==> config.mk <==
export PLATFORM = sky130hd
export DESIGN_NAME = stat_bitset_unit
export DESIGN_NICKNAME = d
export VERILOG_FILES = /design/src/rtl/sbs_pkg.sv /design/src/rtl/sbs_gate.sv /design/src/rtl/sbs_commit.sv /design/src/rtl/sbs_result.sv /design/src/rtl/stat_bitset_unit.sv
export SDC_FILE = /design/constraint.sdc
export NUM_CORES = 1
export LEC_CHECK = 0
export CORE_MARGIN = 8
export CORE_UTILIZATION = 35
export DETAILED_ROUTE_END_ITERATION = 10
export PLACE_DENSITY = 0.75
export REMOVE_ABC_BUFFERS = 1
export SLEW_MARGIN = 0
export SYNTH_ARGS = -nofsm -noshare
export SYNTH_HDL_FRONTEND = slang
export SYNTH_HIERARCHICAL = 1
export SYNTH_SLANG_ARGS = --single-unit
==> constraint.sdc <==
create_clock -name clk -period 1.3 [get_ports clk]
set_input_delay 0.13 -clock clk [delete_from_list [all_inputs] [get_ports clk]]
set_output_delay 0.13 -clock clk [all_outputs]
set_load 0.05 [all_outputs]
==> src/rtl/sbs_pkg.sv <==
package sbs_pkg;

  localparam logic [4:0] EC_PRIV  = 5'b00111;
  localparam logic [4:0] EC_NONE  = 5'b00000;
  localparam logic [1:0] ACK_IRQ  = 2'b11;
  localparam logic [1:0] ACK_IDLE = 2'b00;

  // Keep only the low 'width' bits of a mask.
  function automatic logic [31:0] clip_to_width(input logic [31:0] imm,
                                                input int unsigned width);
    logic [31:0] keep;
    keep = (width >= 32) ? 32'hFFFF_FFFF : ((32'h1 << width) - 32'h1);
    return imm & keep;
  endfunction

  // A user-mode request is refused unless it touches the carry only.
  function automatic logic privileged_refusal(input logic [31:0] imm,
                                              input logic        user,
                                              input logic        mmu,
                                              input int unsigned carry_idx);
    return mmu && user && (imm != (32'h1 << carry_idx));
  endfunction

  function automatic logic [31:0] merge_bits(input logic [31:0] old_val,
                                             input logic [31:0] set_val);
    return old_val | set_val;
  endfunction

endpackage

==> src/rtl/sbs_gate.sv <==
module sbs_gate
  import sbs_pkg::*;
#(
  parameter int unsigned DATA_W    = 32,
  parameter int unsigned IMM_W     = 15,
  parameter int unsigned CARRY_IDX = 2,
  parameter bit          ENABLE_OP = 1'b1
) (
  input  logic              op_valid,
  input  logic [IMM_W-1:0]  op_imm,
  input  logic              user_mode,
  input  logic              mmu_on,
  output logic              fire,
  output logic [DATA_W-1:0] set_bits,
  output logic              exc_pulse,
  output logic [4:0]        exc_code
);

  localparam int unsigned NARROW_W = IMM_W - 1;

  logic [31:0] imm_ext;
  logic [31:0] imm_clip;
  logic        refuse;

  assign imm_ext  = 32'(op_imm);
  assign imm_clip = clip_to_width(imm_ext, mmu_on ? IMM_W : NARROW_W);

  generate
    if (ENABLE_OP) begin : g_present
      assign refuse = op_valid && privileged_refusal(imm_clip, user_mode, mmu_on, CARRY_IDX);
      assign fire   = op_valid && !refuse;
    end else begin : g_absent
      assign refuse = 1'b0;
      assign fire   = 1'b0;
    end
  endgenerate

  assign set_bits  = fire ? DATA_W'(imm_clip) : '0;
  assign exc_pulse = refuse;
  assign exc_code  = refuse ? EC_PRIV : EC_NONE;

endmodule

==> src/rtl/sbs_commit.sv <==
module sbs_commit
  import sbs_pkg::*;
#(
  parameter int unsigned       DATA_W    = 32,
  parameter int unsigned       CARRY_IDX = 2,
  parameter logic [DATA_W-1:0] RESET_VAL = '0
) (
  input  logic              clk,
  input  logic              rst_n,
  input  logic [DATA_W-1:0] set_bits,
  output logic [DATA_W-1:0] stat_arch,
  output logic [DATA_W-1:0] stat_view,
  output logic              carry_now
);

  localparam logic [DATA_W-1:0] CARRY_M = DATA_W'(1) << CARRY_IDX;

  logic [DATA_W-1:0] arch_q;
  logic [DATA_W-1:0] pend_q;
  logic [DATA_W-1:0] arch_next;

  // Carry lands now; bits pending from the last operation land as well.
  assign arch_next = DATA_W'(merge_bits(32'(arch_q), 32'(pend_q | (set_bits & CARRY_M))));

  always_ff @(posedge clk) begin
    if (!rst_n) begin
      arch_q <= RESET_VAL;
      pend_q <= '0;
    end else begin
      arch_q <= arch_next;
      pend_q <= set_bits & ~CARRY_M;
    end
  end

  assign stat_arch = arch_q;
  assign stat_view = arch_q | pend_q;
  assign carry_now = arch_q[CARRY_IDX] | set_bits[CARRY_IDX];

  assert_pend_lands_R5: assert property (@(posedge clk) disable iff (!rst_n)
    (pend_q != '0) |=> ((arch_q & $past(pend_q)) == $past(pend_q)));

  assert_view_grows_R3: assert property (@(posedge clk) disable iff (!rst_n)
    1'b1 |=> ((stat_view & $past(stat_view)) == $past(stat_view)));

  assert_carry_lands_R4: assert property (@(posedge clk) disable iff (!rst_n)
    set_bits[CARRY_IDX] |=> arch_q[CARRY_IDX]);

endmodule

==> src/rtl/sbs_result.sv <==
module sbs_result
  import sbs_pkg::*;
#(
  parameter int unsigned DATA_W = 32
) (
  input  logic              clk,
  input  logic              rst_n,
  input  logic              fire,
  input  logic              ie_set,
  input  logic              fast_irq,
  input  logic [DATA_W-1:0] old_val,
  output logic              wb_valid,
  output logic [DATA_W-1:0] wb_data,
  output logic [1:0]        irq_ack
);

  always_ff @(posedge clk) begin
    if (!rst_n) begin
      wb_valid <= 1'b0;
      wb_data  <= '0;
      irq_ack  <= ACK_IDLE;
    end else begin
      wb_valid <= fire;
      wb_data  <= fire ? old_val : '0;
      irq_ack  <= (fire && fast_irq && ie_set) ? ACK_IRQ : ACK_IDLE;
    end
  end

  assert_ack_with_wb_R9: assert property (@(posedge clk) disable iff (!rst_n)
    (irq_ack != ACK_IDLE) |-> wb_valid);

  assert_ack_code_R9: assert property (@(posedge clk) disable iff (!rst_n)
    (irq_ack == ACK_IDLE) || (irq_ack == ACK_IRQ));

endmodule

==> src/rtl/stat_bitset_unit.sv <==
module stat_bitset_unit
  import sbs_pkg::*;
#(
  parameter int unsigned       DATA_W    = 32,
  parameter int unsigned       IMM_W     = 15,
  parameter int unsigned       CARRY_IDX = 2,
  parameter int unsigned       IE_IDX    = 1,
  parameter bit                ENABLE_OP = 1'b1,
  parameter logic [DATA_W-1:0] RESET_VAL = '0
) (
  input  logic              clk,
  input  logic              rst_n,
  input  logic              op_valid,
  input  logic [IMM_W-1:0]  op_imm,
  input  logic              user_mode,
  input  logic              mmu_on,
  input  logic              fast_irq,
  output logic              wb_valid,
  output logic [DATA_W-1:0] wb_data,
  output logic [DATA_W-1:0] stat_arch,
  output logic [DATA_W-1:0] stat_view,
  output logic              carry_now,
  output logic              exc_pulse,
  output logic [4:0]        exc_code,
  output logic [1:0]        irq_ack
);

  logic              fire;
  logic [DATA_W-1:0] set_bits;

  sbs_gate #(
    .DATA_W(DATA_W), .IMM_W(IMM_W), .CARRY_IDX(CARRY_IDX), .ENABLE_OP(ENABLE_OP)
  ) i_gate (
    .op_valid (op_valid),
    .op_imm   (op_imm),
    .user_mode(user_mode),
    .mmu_on   (mmu_on),
    .fire     (fire),
    .set_bits (set_bits),
    .exc_pulse(exc_pulse),
    .exc_code (exc_code)
  );

  sbs_commit #(
    .DATA_W(DATA_W), .CARRY_IDX(CARRY_IDX), .RESET_VAL(RESET_VAL)
  ) i_commit (
    .clk      (clk),
    .rst_n    (rst_n),
    .set_bits (set_bits),
    .stat_arch(stat_arch),
    .stat_view(stat_view),
    .carry_now(carry_now)
  );

  sbs_result #(
    .DATA_W(DATA_W)
  ) i_result (
    .clk     (clk),
    .rst_n   (rst_n),
    .fire    (fire),
    .ie_set  (set_bits[IE_IDX]),
    .fast_irq(fast_irq),
    .old_val (stat_view),
    .wb_valid(wb_valid),
    .wb_data (wb_data),
    .irq_ack (irq_ack)
  );

  assert_refused_no_wb_R6: assert property (@(posedge clk) disable iff (!rst_n)
    exc_pulse |=> !wb_valid);

  assert_refused_no_change_R6: assert property (@(posedge clk) disable iff (!rst_n)
    exc_pulse |=> (stat_view == $past(stat_view)));

  assert_wb_is_subset_R2: assert property (@(posedge clk) disable iff (!rst_n)
    wb_valid |-> ((stat_view & wb_data) == wb_data));

  assert_upper_untouched_R8: assert property (@(posedge clk) disable iff (!rst_n)
    1'b1 |=> (stat_view[DATA_W-1:IMM_W] == $past(stat_view[DATA_W-1:IMM_W])));

  assert_absent_quiet_R10: assert property (@(posedge clk) disable iff (!rst_n)
    !ENABLE_OP |-> (!wb_valid && !exc_pulse && (stat_view == RESET_VAL)));

endmodule

# == Yosys cells after proc, flatten, opt, wreduce, memory -nomap -nowiden ==
# Cells that the tools add are included.
# totals
reg_bits,99
output_inout_bits,106
word_cells,29
# op_classes
n_addsub,1
order_cmp,1
n_eq_ne,1
n_shift,1
muxes,5
n_bitwise,5
reduce_logical,8
# ops
cell,n
32-bit 2-to-1 mux,2
32-bit bitwise OR,2
15-bit by 32-bit bitwise AND with 32-bit output,1
32-bit by 6-bit greater-or-equal comparator with 1-bit output (second input constant),1
32-bit by 3-bit != test with 1-bit output (second input constant),1
32-bit by 3-bit bitwise OR with 32-bit output,1
1-bit by 32-bit << shifter with 32-bit output (first input constant),1
32-bit by 1-bit subtractor with 32-bit output (second input constant),1
1-bit logical AND,6
3-bit 2-to-1 mux,1
2-bit 2-to-1 mux,1
2-bit AND reduction,1
1-bit logical NOT,1
1-bit 2-to-1 mux,1
1-bit bitwise OR,1

# == Depth between registers and ports, before layout ==
# Gate-level depths: netlist of run 1.
# logic_depth
ltp_word,13
ltp_mapped,6
ltp_nobuf,5

# == Hierarchy ==
# The synthesis of run 1 kept the hierarchy.
# modules_own_cells
mod,n_inst,cells_per_inst,area_each_um2
sbs_commit,1,166,1978.1
sbs_result,1,75,963.4
sbs_gate,1,64,386.6

# == Worst setup path after synthesis of run 1 ==
# OpenSTA, ideal clock, no wires.
# synth_timing
path_kind,input to output
startpoint,in op_imm[5]
endpoint,out exc_code[0]
arrival_time_ns,1.303
required_ns,1.170
path_slack_ns,-0.133
cell_stages,5
path_buffers,1
path_cell_list,nor4_1 > and4b_1 > a31oi_4 > and2_2 > buf_4
# synth_between
elab_chain_cells,5
# synth_rtl
item,line_no,source
"start, declared",stat_bitset_unit.sv:14,"input logic [IMM_W-1:0] op_imm,"
15-bit by 32-bit bitwise AND with 32-bit output,sbs_pkg.sv:13,return imm & keep;
32-bit by 3-bit != test with 1-bit output,sbs_pkg.sv:21,return mmu && user && (imm != (32'h1 << carry_idx));
1-bit logical AND,sbs_pkg.sv:21,
1-bit logical AND,sbs_gate.sv:30,"assign refuse = op_valid && privileged_refusal(imm_clip, user_mode, mmu_on, CARRY_IDX);"
net exc_pulse,stat_bitset_unit.sv:23,"output logic exc_pulse,"
3-bit 2-to-1 mux,sbs_gate.sv:40,assign exc_code = refuse ? EC_PRIV : EC_NONE;
"end, declared",stat_bitset_unit.sv:24,"output logic [4:0] exc_code,"
# The timed path passes the listed nets, and every way through them passes these cells.

# == Worst setup path in the final report of run 1 ==
# layout_timing
startpoint,in op_imm[8]
endpoint,out carry_now
# layout_between
elab_chain_cells,8
# layout_rtl
item,line_no,source
15-bit by 32-bit bitwise AND with 32-bit output,sbs_pkg.sv:13,
32-bit by 3-bit != test with 1-bit output,sbs_pkg.sv:21,
1-bit logical AND,sbs_pkg.sv:21,
1-bit logical AND,sbs_gate.sv:30,
1-bit logical NOT,sbs_gate.sv:31,assign fire = op_valid && !refuse;
1-bit logical AND,sbs_gate.sv:31,
32-bit 2-to-1 mux,sbs_gate.sv:38,assign set_bits = fire ? DATA_W'(imm_clip) : '0;
net set_bits[2],stat_bitset_unit.sv:29,logic [DATA_W-1:0] set_bits;
1-bit bitwise OR,sbs_commit.sv:37,assign carry_now = arch_q[CARRY_IDX] | set_bits[CARRY_IDX];
"end, declared",stat_bitset_unit.sv:22,"output logic carry_now,"
# The timed path passes the listed nets, and every way through them passes these cells.

==> results of run 1 <==
path summary, 6_finish.rpt:
| check | from | end | slack (ns) | cells past startpoint |
|---|---|---|---|---|
| max | op_imm[8] | carry_now | -0.10 | 6 |
| min | op_imm[4] | i_commit/pend_q[4] | 0.11 | 4 |
| max reg2reg | i_commit/pend_q[1] | i_result/wb_data[1] | 0.38 | 2 |
| min reg2reg | i_commit/stat_arch[30] | i_commit/stat_arch[30] | 0.47 | 1 |
worst reg2reg max path: stages (launching register included):
cell and delay, ns:
dfxtp_2 0.34, or2_4 0.26, and3_2 0.21
cell usage after synthesis, types with 2 or more instances:
library cell and count:
clkbuf_2 3, buf_4 25, and2_1 32, nor2_1 14
buf_6 7, o21a_1 32, clkbuf_1 2, buf_2 3
nor4_2 2, and3_1 9, or2_2 32, dfxtp_1 97
and3_2 23, nand2_1 16
layer usage:
layer  global-route usage  wire (µm)  vias to the layer above
li1                     -          -                     1267
met1               0.1337       3347                     1187
met2               0.2379       4468                       90
met3              0.06075        772                       12
met4              0.05684        127                        0
met5                    0          0                        -
area by class of cell:
cell class / count / share of cell area
clock inverters: 5 / 0.006379
repair buffers: 172 / 0.4080
flip-flops and latches: 97 / 0.3282
multi-input cells: 186 / 0.2060
well taps: 129 / 0.02654
clock buffers: 11 / 0.02490
flip-flops by register name (all words and copies together) (netlist names):
register	cells
i_commit/stat_arch	32
i_result/irq_ack	1
i_result/wb_valid	1
i_result/wb_data	32
i_commit/pend_q	31
cell families after synthesis:
group,synth area share
AO/OA/AOI/OAI,0.07857
other,0.001127
buffers and inverters,0.09135
flip-flops,0.5835
AND/OR/NAND/NOR,0.2455
power by group through the flow:
stage / clock, W / combinational, W / sequential [W]
final: 0.00183 / 0.00193 / 0.00320
after global routing: 0.00203 / 0.00201 / 0.00322
after CTS: 0.00190 / 0.00186 / 0.00320
after detailed placement: 0 / 0.00162 / 0.00329
after global placement: 0 / 0.00160 / 0.00328
after floorplan: 0 / 0.000554 / 0.00355
through the flow:
stage	setup WS, ns	hold WS (ns)
after floorplan	-0.4395	0.2478
after global placement	-0.5912	0.4376
after CTS	-0.07595	0.1220
final	-0.1010	0.1118
after global routing	-0.1614	0.1492
after detailed placement	-0.6714	0.4454
timing repair:
item	in CTS	in global routing
setup endpoints to repair	84	56
setup buffers	25	3
gates cloned	0	2
pin swaps	10	7
hold buffers	0	0
hold endpoints to repair	0	0
gates resized for setup	147	46
==> run_results.csv, run 1 <==
group,metric,value,unit
yosys,synth_top_cell_by_area,"dfxtp_1",
power,internal_power,0.004839,W
final_layout,multi_input_area,1252,µm²
yosys,seq_area_frac_synth,0.5835,
yosys,synthesis.area,3328,µm²
placed_design,place_congestion,0.6768,
timing,max_freq,0.7138,GHz
clock_network,clock_sinks,97,
detailed_routing,first_pass_iters,4,
timing,clock-skew-final,0.01074,ns
yosys,synthCells,305,
clock_network,clkSlewWorstSetupHoldPaths,0.08,ns
clock_network,worstSkewPairLatency,0.35,ns
final_layout,fill_cells,684,
worst_setup_path,cpPeakStageDelay,0.26,ns
timing,final-hold-violation-count,0,
final_layout,finalNonFillerCells,600,
final_layout,postLayoutCellArea,6081,µm²
worst_setup_path,cp.arrival,1.27,ns
power,clkPwrFrac,0.263,
yosys,synth_top_area_frac,0.5835,
global_route,grt_start_max_net_pins,58,
timing,setup_viol,37,
final_layout,area_growth,82.71,%
worst_setup_path,worstSetupStartpointType,"primary input",
placed_design,placed_area,5278,µm²
yosys,synth-async-reset-ratio,0,
global_route,grt_pass1_vias,2740,
die,io_pins,127,
final_layout,drive_gt1_frac,0.5860,
final_layout,ff_latch_area,1996,µm²
final_layout,insertedDiodeCount,0,
die,fp.dieH,113.5,µm
power,seq_power_share,0.460,
final_layout,final_common_cell,"buf_12",
timing,rsz0062_at_grt,"true",
clock_network,cts-root-buf,"clkbuf_8",
global_route,grt_pass1_wl,13.70,mm
detailed_routing,avgViaCountPerCell,4.260,
worst_setup_path,crit_family,"simple AND/OR/NAND/NOR gates",
detailed_routing,drtIter0Drc,60,
global_route,antenna_found_initial,0,
placed_design,place_inst,554,
detailed_routing,drt-total-wl,8.715,mm
outcome,status,"complete, but fails checks",
power,totalPowerFinal,0.006961,W
power,switchingPower,0.002122,W
timing,period_minus_slack,1.401,ns
yosys,synth_edf_count,0,
placed_design,port_buffers,124,
outcome,violations,"setup timing",
job,cap_violations,0,
final_layout,nets,487,
die,rows,35,
power,combPwrFrac,0.277,
clock_network,cts_tree,"yes",
global_route,track_usage,0.1345,
hold_path,holdCritPathClass,"primary input to register",
die,die-area,12890,µm²
timing,final.setup.worst_slack,-0.1010,ns
detailed_routing,drtAntennaViolNets,0,
worst_setup_path,path_buf_inv,2,
timing,slew_violations,0,
yosys,ys_ff_latch,97,
worst_setup_path,worstSetupPathType,"primary input to output pin",
worst_setup_path,path_cells,"dlygate4sd2_1 -> and4b_1 -> a31oi_4 -> nor2_2 -> or2_4 -> buf_8",
yosys,yosysWarnings,6,
yosys,synth_area_leaders,"dfxtp_1 (58%), o21a_1 (7.2%), and2_1 (6.0%), or2_2 (6.0%), buf_4 (5.6%)",
power,power_density,1145,nW/µm²
worst_setup_path,endpoint_kind,"output pin",
die,core,9240,µm²
yosys,ys_types,22,
power,power_leakage,2.738,nW
die,start_util,0.3602,
worst_setup_path,critPathMaxFanout,4,
clock_network,cts_buffers,9,
detailed_routing,drcViolationCount,0,
clock_network,htreeDepth,3,
yosys,synth_top_flop_cell,"dfxtp_1",
power,switching_share,0.3049,
detailed_routing,avgRoutedWirePerCell,14.53,µm
placed_design,dp_hpwl,6.368,mm
global_route,grt_overflow_total,0,
yosys,syn_area_per_cell,10.91,µm²
worst_setup_path,crit_slowest_cell,"or2_4",
final_layout,mostFrequentLayoutCells,"buf_12 (73), dfxtp_1 (64), buf_4 (41)",
die,die_w,113.5,µm
detailed_routing,vias,2556,
timing,period_share,1.078,
worst_setup_path,cp_data_required_time,1.17,ns
final_layout,finish.utilization,0.6581,
power,ir_drop,0.6997,mV
timing,setup_tns,-1.374,ns
clock_network,cts_max_path_buffers,2,
Note: power is estimated with default switching activity, not from simulation.
==> run 2, diff against run 1 <==
--- a/config.mk
+++ b/config.mk
@@ -5,10 +5,12 @@
 export SDC_FILE = /design/constraint.sdc
 export NUM_CORES = 1
 export LEC_CHECK = 0
+export CELL_PAD_IN_SITES_DETAIL_PLACEMENT = 0
+export CELL_PAD_IN_SITES_GLOBAL_PLACEMENT = 1
 export CORE_MARGIN = 8
-export CORE_UTILIZATION = 35
+export CORE_UTILIZATION = 30
 export DETAILED_ROUTE_END_ITERATION = 10
-export PLACE_DENSITY = 0.75
+export PLACE_DENSITY = 0.82
 export REMOVE_ABC_BUFFERS = 1
 export SLEW_MARGIN = 0
 export SYNTH_ARGS = -nofsm -noshare
==> run_results.csv, run 2 (synthesis gave the netlist of run 1 again) <==
group,metric,value,unit
outcome,status,"complete, but fails checks",
outcome,violations,"setup timing",
timing,period_share,1.145,
worst_setup_path,path_cells,"clkdlybuf4s15_1 -> nor4_4 -> a31oi_4 -> buf_6 -> nor2_4 -> or2_4 -> buf_12",
final_layout,finish.utilization,0.5546,
clock_network,clock_sinks,97,
hold_path,holdCritPathClass,"primary input to register",
global_route,grt_overflow_total,0,
timing,max_freq,0.6717,GHz
final_layout,drive_gt1_frac,0.5821,
power,power_leakage,2.671,nW
final_layout,fill_cells,900,
worst_setup_path,critPathMaxFanout,3,
worst_setup_path,cp_data_required_time,1.17,ns
clock_network,worstSkewPairLatency,0.35,ns
clock_network,cts_buffers,9,
placed_design,place_congestion,0.7180,
die,core,10840,µm²
clock_network,cts-root-buf,"clkbuf_8",
detailed_routing,avgRoutedWirePerCell,14.07,µm
worst_setup_path,path_buf_inv,3,
global_route,grt_start_max_net_pins,98,
die,rows,38,
clock_network,cts_tree,"yes",
power,power_density,1156,nW/µm²
hold_path,min_to,"i_commit/pend_q[9]",
worst_setup_path,cp.arrival,1.36,ns
worst_setup_path,crit_slowest_cell,"nor4_4",
hold_path,hold_start,"op_imm[9]",
final_layout,area_growth,80.64,%
global_route,antenna_found_initial,0,
timing,slew_violations,0,
global_route,track_usage,0.1112,
timing,whs,0.1491,ns
die,fp.dieH,121.3,µm
detailed_routing,drtAntennaViolNets,0,
timing,setup_viol,5,
final_layout,mostFrequentLayoutCells,"buf_12 (72), dfxtp_1 (60), buf_8 (35)",
detailed_routing,first_pass_iters,4,
clock_network,clkSlewWorstSetupHoldPaths,0.10,ns
timing,final-hold-violation-count,0,
placed_design,placed_area,5271,µm²
timing,rsz0062_at_grt,"true",
die,die_w,121.3,µm
die,io_pins,127,
worst_setup_path,reg2reg_setup_slack,0.39,ns
worst_setup_path,worstSetupPathType,"primary input to output pin",
timing,clock-skew-final,0.01131,ns
final_layout,nets,475,
placed_design,dp_hpwl,5.951,mm
final_layout,insertedDiodeCount,0,
worst_setup_path,crit_family,"simple AND/OR/NAND/NOR gates",
worst_setup_path,cpPeakStageDelay,0.34,ns
worst_setup_path,endpoint_kind,"output pin",
detailed_routing,avgViaCountPerCell,4.183,
final_layout,final_common_cell,"buf_12",
placed_design,pre_cts_ws,-0.6251,ns
global_route,grt_pass1_wl,12.90,mm
final_layout,postLayoutCellArea,6012,µm²
timing,final.setup.worst_slack,-0.1888,ns
worst_setup_path,worstSetupStartpointType,"primary input",
power,totalPowerFinal,0.006949,W
worst_setup_path,reg2reg_to,"i_result/wb_data[31]",
detailed_routing,drt-total-wl,8.397,mm
die,die-area,14720,µm²
placed_design,port_buffers,124,
global_route,grt_pass1_vias,2603,
detailed_routing,drtIter0Drc,97,
detailed_routing,drcViolationCount,0,
clock_network,cts_max_path_buffers,2,
hold_path,whs_path_depth,4,
power,ir_drop,0.5080,mV
die,start_util,0.3070,
worst_setup_path,reg2reg_from,"i_commit/stat_arch[31]",
detailed_routing,vias,2497,
clock_network,htreeDepth,3,
timing,period_minus_slack,1.489,ns
worst_setup_path,reg2regPathDepth,2,
job,cap_violations,0,
run 2: how the worst max path moves through the flow:
stage / start / end / slack, ns / cells past startpoint
floorplan: op_imm[14] / exc_code[0] / -0.44 / 4
global placement: op_imm[5] / exc_pulse / -0.58 / 7
detailed placement: op_imm[5] / exc_code[2] / -0.63 / 7
CTS: op_imm[7] / exc_pulse / -0.15 / 7
global route: op_imm[7] / carry_now / -0.24 / 8
finish: op_imm[0] / carry_now / -0.19 / 7
run 2: what timing repair did:
item	4_1_cts	5_1_grt
pin swaps	9	5
endpoints found under the setup margin	83	24
hold buffers	0	0
buffers inserted	12	7
resized for setup	149	53
run 2: power breakdown:
| part | leakage [nW] | internal [W] | total (W) | switching, W |
|---|---|---|---|---|
| Combinational | 1.77 | 0.000894 | 0.00189 | 0.000992 |
| Clock | 0.0872 | 0.000869 | 0.00185 | 0.000983 |
| Sequential | 0.812 | 0.00311 | 0.00321 | 0.000101 |
run 2: worst reg2reg max path, cell delays in order (launching register included):
cell and delay [ns]:
dfxtp_4 0.35, or2_4 0.24, and3_2 0.22
run 2: per-layer routing:
metal	routed length, µm	global-route usage	up-vias
met3	924	0.06654	7
met2	4232	0.1872	87
met4	90	0.03238	0
met5	0	0	-
met1	3150	0.1136	1161
li1	-	-	1242
run 2: cell type report:
type                    count  area [µm²]  area share
repair buffers            160        2381      0.3960
well taps                 140       175.2     0.02914
flip-flops and latches     97        2006      0.3336
multi-input cells         186        1267      0.2108
clock buffers               9       123.9     0.02060
clock inverters             5       58.81    0.009781
run 2: stage by stage:
stage,setup TNS (ns),cells
floorplan,-7.497,283
global placement,-27.47,564
detailed placement,-29.79,564
CTS,-0.7587,590
global route,-1.013,597
finish,-0.7716,597
